`src/rtl/uart_sb_pkg.sv`:
```
package uart_sb_pkg;
  typedef enum logic [1:0] {
    RX_IDLE  = 2'd0,
    RX_START = 2'd1,
    RX_DATA  = 2'd2,
    RX_STOP  = 2'd3
  } rx_state_e;
endpackage

```
`src/rtl/uart_sb_tick.sv`:
```
module uart_sb_tick #(
  parameter int CLK_DIV = 4
) (
  input  logic clk,
  input  logic rst_n,
  input  logic en,
  output logic tick
);
  localparam int CW = (CLK_DIV > 1) ? $clog2(CLK_DIV) : 1;
  localparam logic [CW-1:0] LAST = CW'(CLK_DIV - 1);

  logic [CW-1:0] cnt_q, cnt_d;

  assign tick = en && (cnt_q == LAST);

  always_comb begin
    cnt_d = cnt_q;
    if (!en)       cnt_d = '0;
    else if (tick) cnt_d = '0;
    else           cnt_d = cnt_q + CW'(1);
  end

  always_ff @(posedge clk or negedge rst_n) begin
    if (!rst_n) cnt_q <= '0;
    else        cnt_q <= cnt_d;
  end
endmodule

```
`src/rtl/uart_sb_engine.sv`:
```
module uart_sb_engine
  import uart_sb_pkg::*;
#(
  parameter int OSR  = 16,
  parameter int DMAX = 9
) (
  input  logic            clk,
  input  logic            rst_n,
  input  logic            en,
  input  logic            tick,
  input  logic            rxd,
  input  logic            nine,
  output logic            frame_done,
  output logic [DMAX-1:0] frame_data,
  output logic            busy
);
  localparam int SW  = $clog2(OSR);
  localparam int BW  = $clog2(DMAX + 1);
  localparam logic [SW-1:0] S_A  = SW'(OSR / 2 - 1);
  localparam logic [SW-1:0] S_B  = SW'(OSR / 2);
  localparam logic [SW-1:0] S_C  = SW'(OSR / 2 + 1);
  localparam logic [SW-1:0] S_LAST = SW'(OSR - 1);

  rx_state_e       state_q, state_d;
  logic [SW-1:0]   cnt_q, cnt_d;
  logic [BW-1:0]   bit_q, bit_d;
  logic [DMAX-1:0] shf_q, shf_d;
  logic            sa_q, sa_d, sb_q, sb_d;
  logic            vote;
  logic [BW-1:0]   nbits;

  assign vote  = (sa_q & sb_q) | (sa_q & rxd) | (sb_q & rxd);
  assign nbits = nine ? BW'(DMAX) : BW'(DMAX - 1);
  assign busy  = (state_q != RX_IDLE);
  assign frame_data = nine ? shf_q : (shf_q >> 1);

  always_comb begin
    state_d    = state_q;
    cnt_d      = cnt_q;
    bit_d      = bit_q;
    shf_d      = shf_q;
    sa_d       = sa_q;
    sb_d       = sb_q;
    frame_done = 1'b0;
    if (!en) begin
      state_d = RX_IDLE;
      cnt_d   = '0;
    end else if (tick) begin
      if (state_q == RX_IDLE) begin
        if (!rxd) begin
          state_d = RX_START;
          cnt_d   = SW'(1);
        end
      end else begin
        cnt_d = (cnt_q == S_LAST) ? '0 : cnt_q + SW'(1);
        if (cnt_q == S_A) sa_d = rxd;
        if (cnt_q == S_B) sb_d = rxd;
        if (cnt_q == S_C) begin
          unique case (state_q)
            RX_START: if (vote) begin
              state_d = RX_IDLE;
              cnt_d   = '0;
            end
            RX_DATA: begin
              shf_d = {vote, shf_q[DMAX-1:1]};
              bit_d = bit_q + BW'(1);
            end
            RX_STOP: begin
              state_d    = RX_IDLE;
              cnt_d      = '0;
              frame_done = vote;
            end
            default: ;
          endcase
        end
        if (cnt_q == S_LAST) begin
          if (state_q == RX_START) begin
            state_d = RX_DATA;
            bit_d   = '0;
          end else if (state_q == RX_DATA && bit_q == nbits) begin
            state_d = RX_STOP;
          end
        end
      end
    end
  end

  always_ff @(posedge clk or negedge rst_n) begin
    if (!rst_n) begin
      state_q <= RX_IDLE;
      cnt_q   <= '0;
      bit_q   <= '0;
      shf_q   <= '0;
      sa_q    <= 1'b1;
      sb_q    <= 1'b1;
    end else begin
      state_q <= state_d;
      cnt_q   <= cnt_d;
      bit_q   <= bit_d;
      shf_q   <= shf_d;
      sa_q    <= sa_d;
      sb_q    <= sb_d;
    end
  end

  // a disabled receiver always falls back to its idle state
  assert_idle_when_off_R6: assert property (@(posedge clk) disable iff (!rst_n)
    !en |=> state_q == RX_IDLE);
endmodule

```
`src/rtl/uart_sb_idle.sv`:
```
module uart_sb_idle #(
  parameter int OSR  = 16,
  parameter int DMAX = 9
) (
  input  logic clk,
  input  logic rst_n,
  input  logic en,
  input  logic tick,
  input  logic rxd,
  input  logic busy,
  input  logic clr,
  input  logic nine,
  output logic idle_hit
);
  localparam int LIM9 = (DMAX + 2) * OSR;
  localparam int LIM8 = (DMAX + 1) * OSR;
  localparam int CW   = $clog2(LIM9 + 1);

  logic [CW-1:0] cnt_q, cnt_d, limit;
  logic          quiet;

  assign limit    = nine ? CW'(LIM9) : CW'(LIM8);
  assign quiet    = en && !busy && rxd && !clr;
  assign idle_hit = quiet && tick && (cnt_q == limit - CW'(1));

  always_comb begin
    cnt_d = cnt_q;
    if (!quiet)                      cnt_d = '0;
    else if (tick && cnt_q < limit)  cnt_d = cnt_q + CW'(1);
  end

  always_ff @(posedge clk or negedge rst_n) begin
    if (!rst_n) cnt_q <= '0;
    else        cnt_q <= cnt_d;
  end

  // the quiet-time counter stops at one frame time
  assert_cnt_bounded_R9: assert property (@(posedge clk) disable iff (!rst_n)
    cnt_q <= CW'(LIM9));
endmodule

```
`src/rtl/uart_standby_rx.sv`:
```
module uart_standby_rx #(
  parameter int CLK_DIV = 4,
  parameter int OSR     = 16,
  parameter int DMAX    = 9
) (
  input  logic            clk,
  input  logic            rst_n,
  input  logic            rxd,
  input  logic            ctl_we,
  input  logic            ctl_unit_on,
  input  logic            ctl_rx_on,
  input  logic            ctl_standby,
  input  logic            ctl_wake_addr,
  input  logic            ctl_idle_ie,
  input  logic            ctl_dma_on,
  input  logic            ctl_nine,
  input  logic            data_ack,
  input  logic            idle_ack,
  output logic [DMAX-1:0] rx_data,
  output logic            rx_full,
  output logic            idle_flag,
  output logic            standby,
  output logic            irq,
  output logic            dma_req
);
  // reset: asserted asynchronously, released on a clock edge
  logic rst_meta_q, rst_q;
  always_ff @(posedge clk or negedge rst_n) begin
    if (!rst_n) begin
      rst_meta_q <= 1'b0;
      rst_q      <= 1'b0;
    end else begin
      rst_meta_q <= 1'b1;
      rst_q      <= rst_meta_q;
    end
  end

  // input synchroniser
  logic rxd_m_q, rxd_s_q;
  always_ff @(posedge clk or negedge rst_q) begin
    if (!rst_q) begin
      rxd_m_q <= 1'b1;
      rxd_s_q <= 1'b1;
    end else begin
      rxd_m_q <= rxd;
      rxd_s_q <= rxd_m_q;
    end
  end

  // control state
  logic unit_on_q, rx_on_q, standby_q, wake_addr_q, idle_ie_q, dma_on_q, nine_q;
  logic rx_on_d, standby_d;
  logic rx_full_q, rx_full_d, idle_q, idle_d, armed_q, armed_d;
  logic [DMAX-1:0] data_q, data_d;

  logic rx_active, tick, frame_done, busy, idle_hit, top_bit;
  logic addr_wake, idle_wake, load;
  logic [DMAX-1:0] frame_data;

  assign rx_active = unit_on_q & rx_on_q;

  uart_sb_tick #(.CLK_DIV(CLK_DIV)) i_tick (
    .clk (clk), .rst_n (rst_q), .en (rx_active), .tick (tick)
  );

  uart_sb_engine #(.OSR(OSR), .DMAX(DMAX)) i_engine (
    .clk (clk), .rst_n (rst_q), .en (rx_active), .tick (tick),
    .rxd (rxd_s_q), .nine (nine_q), .frame_done (frame_done),
    .frame_data (frame_data), .busy (busy)
  );

  uart_sb_idle #(.OSR(OSR), .DMAX(DMAX)) i_idle (
    .clk (clk), .rst_n (rst_q), .en (rx_active), .tick (tick),
    .rxd (rxd_s_q), .busy (busy), .clr (ctl_we & ctl_standby),
    .nine (nine_q), .idle_hit (idle_hit)
  );

  assign top_bit   = nine_q ? frame_data[DMAX-1] : frame_data[DMAX-2];
  assign addr_wake = standby_q & wake_addr_q & frame_done & top_bit;
  assign idle_wake = standby_q & ~wake_addr_q & idle_hit;
  assign load      = frame_done & (~standby_q | addr_wake);

  always_comb begin
    rx_on_d   = rx_on_q;
    standby_d = standby_q;
    if (ctl_we) begin
      if (unit_on_q) rx_on_d = ctl_rx_on;
      standby_d = ctl_standby;
    end else if (addr_wake || idle_wake) begin
      standby_d = 1'b0;
    end

    rx_full_d = rx_full_q;
    data_d    = data_q;
    if (load) begin
      rx_full_d = 1'b1;
      data_d    = frame_data;
    end else if (data_ack) begin
      rx_full_d = 1'b0;
    end

    armed_d = armed_q;
    idle_d  = idle_q;
    if (idle_hit && !standby_q && armed_q) begin
      idle_d  = 1'b1;
      armed_d = 1'b0;
    end else if (idle_ack) begin
      idle_d = 1'b0;
    end
    if (load) armed_d = 1'b1;
  end

  always_ff @(posedge clk or negedge rst_q) begin
    if (!rst_q) begin
      unit_on_q   <= 1'b0;
      rx_on_q     <= 1'b0;
      standby_q   <= 1'b0;
      wake_addr_q <= 1'b0;
      idle_ie_q   <= 1'b0;
      dma_on_q    <= 1'b0;
      nine_q      <= 1'b0;
      rx_full_q   <= 1'b0;
      idle_q      <= 1'b0;
      armed_q     <= 1'b0;
      data_q      <= '0;
    end else begin
      if (ctl_we) begin
        unit_on_q   <= ctl_unit_on;
        wake_addr_q <= ctl_wake_addr;
        idle_ie_q   <= ctl_idle_ie;
        dma_on_q    <= ctl_dma_on;
        nine_q      <= ctl_nine;
      end
      rx_on_q   <= rx_on_d;
      standby_q <= standby_d;
      rx_full_q <= rx_full_d;
      idle_q    <= idle_d;
      armed_q   <= armed_d;
      data_q    <= data_d;
    end
  end

  assign rx_data   = data_q;
  assign rx_full   = rx_full_q;
  assign idle_flag = idle_q;
  assign standby   = standby_q;
  assign irq       = ~standby_q & ~dma_on_q & (rx_full_q | (idle_q & idle_ie_q));
  assign dma_req   = ~standby_q & dma_on_q & rx_full_q;

  // receiver enable is locked while the global enable is off
  assert_rx_lock_R5: assert property (@(posedge clk) disable iff (!rst_q)
    (ctl_we && !unit_on_q) |=> $stable(rx_on_q));
  // a stopped receiver keeps its receive-full flag
  assert_full_hold_R6: assert property (@(posedge clk) disable iff (!rst_q)
    (!rx_active && !data_ack) |=> $stable(rx_full_q));
  // no request of either kind leaves the block in standby
  assert_standby_quiet_R7: assert property (@(posedge clk) disable iff (!rst_q)
    standby_q |-> (!irq && !dma_req));
  // an address-marked frame ends standby and loads data
  assert_addr_wake_R8: assert property (@(posedge clk) disable iff (!rst_q)
    (addr_wake && !ctl_we) |=> (!standby_q && rx_full_q));
  // DMA mode masks the CPU interrupt
  assert_dma_mask_R11: assert property (@(posedge clk) disable iff (!rst_q)
    dma_on_q |-> !irq);
endmodule

```
`config.mk`:
```
export PLATFORM = sky130hd
export DESIGN_NAME = uart_standby_rx
export DESIGN_NICKNAME = d
export VERILOG_FILES = /design/src/rtl/uart_sb_pkg.sv /design/src/rtl/uart_sb_tick.sv /design/src/rtl/uart_sb_engine.sv /design/src/rtl/uart_sb_idle.sv /design/src/rtl/uart_standby_rx.sv
export SDC_FILE = /design/constraint.sdc
export NUM_CORES = 1
export LEC_CHECK = 0
export BUFFER_PORTS_ARGS = -buffer_cell sky130_fd_sc_hd__buf_2
export CORE_UTILIZATION = 57
export DETAILED_ROUTE_END_ITERATION = 16
export PLACE_DENSITY = 0.77
export SYNTH_ARGS = -nofsm -noshare
export SYNTH_HDL_FRONTEND = slang
export SYNTH_SLANG_ARGS = --single-unit
```
`constraint.sdc`:
```
create_clock -name clk -period 3.55 [get_ports clk]
set_input_delay 0.1775 -clock clk [delete_from_list [all_inputs] [get_ports clk]]
set_output_delay 0.1775 -clock clk [all_outputs]
set_load 0.005 [all_outputs]
```
==> impl_table.tex <==
\begin{tabular}{lr}
\hline
Metric & Value \\
\hline
\multicolumn{2}{l}{\textbf{Run status}} \\
Run status & finished, final reports clean \\
\multicolumn{2}{l}{\textbf{Worst setup path}} \\
Origin of the critical flop-to-flop path & i\_tick.cnt\_q[0]\$\_DFF\_PN0\_ \\
Critical path arrival & between 2 and 2.5 ns \\
Reg2reg setup slack & between 1 and 1.5 ns \\
Required time of the critical path & 3.78 ns \\
Top fanout value on the critical path & 13 \\
Endpoint of the most critical register-to-register path & i\_engine.sb\_q\$\_DFFE\_PN1P\_ \\
Worst Path Class, Setup & reg -> reg \\
Crit end category & flop \\
Cell depth of the worst flop-to-flop path & 5 \\
Type of element launching the critical path & flop \\
\multicolumn{2}{l}{\textbf{Global routing}} \\
Vias in the first global route & approximately 1900 \\
Largest net degree at the start of global routing & between 40 and 50 \\
Antenna violations before repair & 0 \\
GR Overflow Total & 0 \\
Global router's overall resource usage & 0.217 \\
First-pass GRT wire length & 8500 µm \\
\multicolumn{2}{l}{\textbf{Detailed routing}} \\
Total detailed-routing wirelength & between 4000 and 5000 µm \\
Remaining routing DRC violations & 0 \\
Number of iterations in the first detailed-routing pass & 4 \\
Average routed wire per standard cell & $\sim$15 µm \\
Remaining antenna violation count & 0 \\
Vias & approximately 1900 \\
Detailed Route Iter0 Violations & between 100 and 150 \\
Detail-routed via count per cell & $\sim$6.0 \\
\multicolumn{2}{l}{\textbf{CTS}} \\
Maximum clock path buffer count & 2 \\
Sink count of the clock tree & 54 \\
Maximum level of the CTS H-tree & 2 \\
CTS clock-pin slew for the worst setup and hold paths & roughly 0.090 ns \\
Clock root buffer & sky130\_fd\_sc\_hd\_\_clkbuf\_8 \\
Clock insertion delay at the later pin of the skew report & $\sim$0.30 ns \\
CTS tree & built \\
PostCTS Resize Cnt & 0 \\
CTS buffer count & 5 \\
\multicolumn{2}{l}{\textbf{Pwr}} \\
Worst IR drop on VDD & approximately 0.00031 V \\
Post-layout power & 1.08 mW \\
Power density of the placed cells & about 360 nW/µm² \\
P\_leak & 1.38 nW \\
\multicolumn{2}{l}{\textbf{Finish}} \\
Post-layout instance area & around 3000 µm² \\
Finished Core Util & 0.669 \\
Sequential cell area in the final layout & roughly 1400 µm² \\
Layout cell share with drive strength beyond 1 & 0.300 \\
Number of antenna repair diodes & 0 \\
Number of fill cells & 361 \\
Leading cell type in the layout, fill and taps excluded & sky130\_fd\_sc\_hd\_\_dfrtp\_1 \\
Post-layout net count & approximately 290 \\
Synth-to-Final Area Change & 10.6\% \\
Commonest cells after routing, fill and taps aside & sky130\_fd\_sc\_hd\_\_dfrtp\_1 (49), sky130\_fd\_sc\_hd\_\_mux2\_2 (33), sky130\_fd\_sc\_hd\_\_buf\_2 (26) \\
Final cell count without fillers & $\sim$320 \\
Area taken by multi-input logic gates & between 1000 and 1500 µm² \\
\multicolumn{2}{l}{\textbf{Floorplan}} \\
Die Y & 70.7 µm \\
I/O pin count & 27 \\
Starting density of the core & 0.606 \\
Std-Cell Rows & 24 \\
Die extent in x & 70.7 µm \\
Total die area & roughly 5000 µm² \\
Core ar. & between 4000 and 5000 µm² \\
\multicolumn{2}{l}{\textbf{Hold path}} \\
Hold\_sp & ctl\_nine \\
HP Class & in -> reg \\
Endpoint of the worst hold-timing path & nine\_q\$\_DFFE\_PN0P\_ \\
Cells on Worst Hold Path & 2 \\
\multicolumn{2}{l}{\textbf{Synthesis}} \\
Dominant synthesized flop cell & sky130\_fd\_sc\_hd\_\_dfrtp\_1 \\
Proportion of synthesized chip area in sequential cells & 0.504 \\
Post-synthesis area per instance & $\sim$11 µm² \\
Count of mapped cells out of synthesis & $\sim$240 \\
Distinct cell type count of the synthesized netlist & 53 \\
Synthesized netlist net count & approximately 260 \\
EDFF count, synth & 0 \\
Share of flip-flops with an asynchronous set or reset after synthesis & 1.00 \\
Seq cells post-synth & 54 \\
Cell area after synthesis & about 2700 µm² \\
Yosys warning total & 0 \\
\multicolumn{2}{l}{\textbf{Place}} \\
DPL Wire Length & roughly 3500 µm \\
Final weighted congestion in routability-driven placement & between 0.8 and 0.9 \\
Number of port buffers & 26 \\
Total instance count after detailed placement & 309 \\
Instance area at placement & 2850 µm² \\
Pre-CTS setup slack & 1.47 ns \\
\multicolumn{2}{l}{\textbf{Timing}} \\
Slew Limit Headroom & 0.591 \\
Worst Max-Slew Pin Slew & 0.598 ns \\
Post-route clock period utilization & 0.586 \\
Worst Clk Skew & $\sim$0.0066 ns \\
Maximum clock rate & between 0.4 and 0.5 GHz \\
Setup ws final & roughly 1.5 ns \\
Number of hold violations in the final report & 0 \\
Final count of negative-setup-slack endpoints & 0 \\
RSZ-0062 raised after global routing & false \\
Worst hold-check slack & 0.0978 ns \\
Tmin final & between 2 and 2.5 ns \\
Final Max Slew Viols & 0 \\
Setup TNS & 0 ns \\
\multicolumn{2}{l}{\textbf{Run}} \\
Maximum Capacitance Violations & 0 \\
\hline
\end{tabular}
## synthesized netlist by cell type (all sizes together), types with 2 or more instances
library cell,count,area [µm²]
mux2,33,372
mux2i,5,50.1
a21oi,12,60.1
nand4,5,31.3
nand3,7,35.0
or3,4,25.0
nor3,5,30.0
nor2b,3,18.8
o21bai,2,15.0
and2,3,18.8
dfstp,4,105
o21ai,12,60.1
nand2b,3,18.8
dfrtp,50,1250
ha,7,87.6
nand2,14,52.6
and3,6,37.5
and3b,3,26.3
a31oi,2,12.5
xnor2,3,26.3
o22ai,2,12.5
inv,10,37.5
or3b,2,20.0
nor2,8,30.0
buf,6,41.3
clkbuf,5,18.8
## final cells by class
type / count / share of cell area
Multi-Input combinational cell: 164 / 0.416
Clock inverter: 1 / 0.00294
Sequential cell: 54 / 0.456
Inverter: 10 / 0.0126
Timing Repair Buffer: 31 / 0.0580
Tap cell: 52 / 0.0219
Clock buffer: 7 / 0.0324
## power by group
part           internal, mW  total [mW]  switching [mW]  leakage [nW]
Sequential            0.630       0.651          0.0206         0.712
Combinational        0.0275      0.0596          0.0321         0.612
Clock                 0.179       0.372           0.193        0.0544
Total                 0.837        1.08           0.246          1.38
## worst max-delay path by stage
| stage | cells after the start | slack, ns | end | startpoint |
|---|---|---|---|---|
| floorplan | 5 | 1.71 | standby$_DFFE_PN0P_ | rxd_s_q$_DFF_PN1_ |
| global placement | 5 | 1.58 | i_idle.cnt_q[6]$_DFFE_PN0P_ | i_tick.cnt_q[0]$_DFF_PN0_ |
| detailed placement | 5 | 1.47 | i_idle.cnt_q[6]$_DFFE_PN0P_ | i_tick.cnt_q[0]$_DFF_PN0_ |
| CTS | 5 | 1.47 | i_idle.cnt_q[6]$_DFFE_PN0P_ | i_tick.cnt_q[0]$_DFF_PN0_ |
| global route | 5 | 1.27 | i_idle.cnt_q[6]$_DFFE_PN0P_ | i_tick.cnt_q[0]$_DFF_PN0_ |
| finish | 5 | 1.47 | i_engine.sb_q$_DFFE_PN1P_ | i_tick.cnt_q[0]$_DFF_PN0_ |
## logic make-up (layout without fill, tap and decap cells)
family          Yosys count  count (layout)  share of synthesized area
buf+inv                  21              49                     0.0363
other cells               1               1                    0.00139
mux                      38              38                      0.157
simple gates             71              71                      0.153
compound gates           43              43                      0.103
xor+xnor                  3               3                    0.00976
fa+ha+maj                 8               8                     0.0363
flops                    54              54                      0.504
## critical path: stages (launching register included)
cell and delay (ns):
sky130_fd_sc_hd__dfrtp_1 0.36, sky130_fd_sc_hd__ha_1 0.34, sky130_fd_sc_hd__nand3_1 0.40, sky130_fd_sc_hd__nor2_1 0.46
sky130_fd_sc_hd__nand4b_1 0.16, sky130_fd_sc_hd__mux2_2 0.29
## per-layer routing
metal	GRT usage	vias up	wire, µm
met5	0	-	0
met4	0.0778	0	60
met3	0.0527	8	216
met2	0.363	62	2430
met1	0.277	922	2190
li1	-	918	-
## registers in the layout, indices dropped and copies added, names as in the netlist, 2 cells and up
signal	count
i_engine.state_q	2
i_engine.cnt_q	4
i_engine.bit_q	4
i_tick.cnt_q	2
i_engine.shf_q	9
i_idle.cnt_q	8
rx_data	9
## timing repair
item | 4_1_cts | 5_1_grt
setup buffers | 0 | 0
hold buffers | 2 | 0
endpoints found under the hold margin | 3 | 0
endpoints found under the setup margin | 0 | 0
Note: power is estimated with default switching activity, not from simulation.
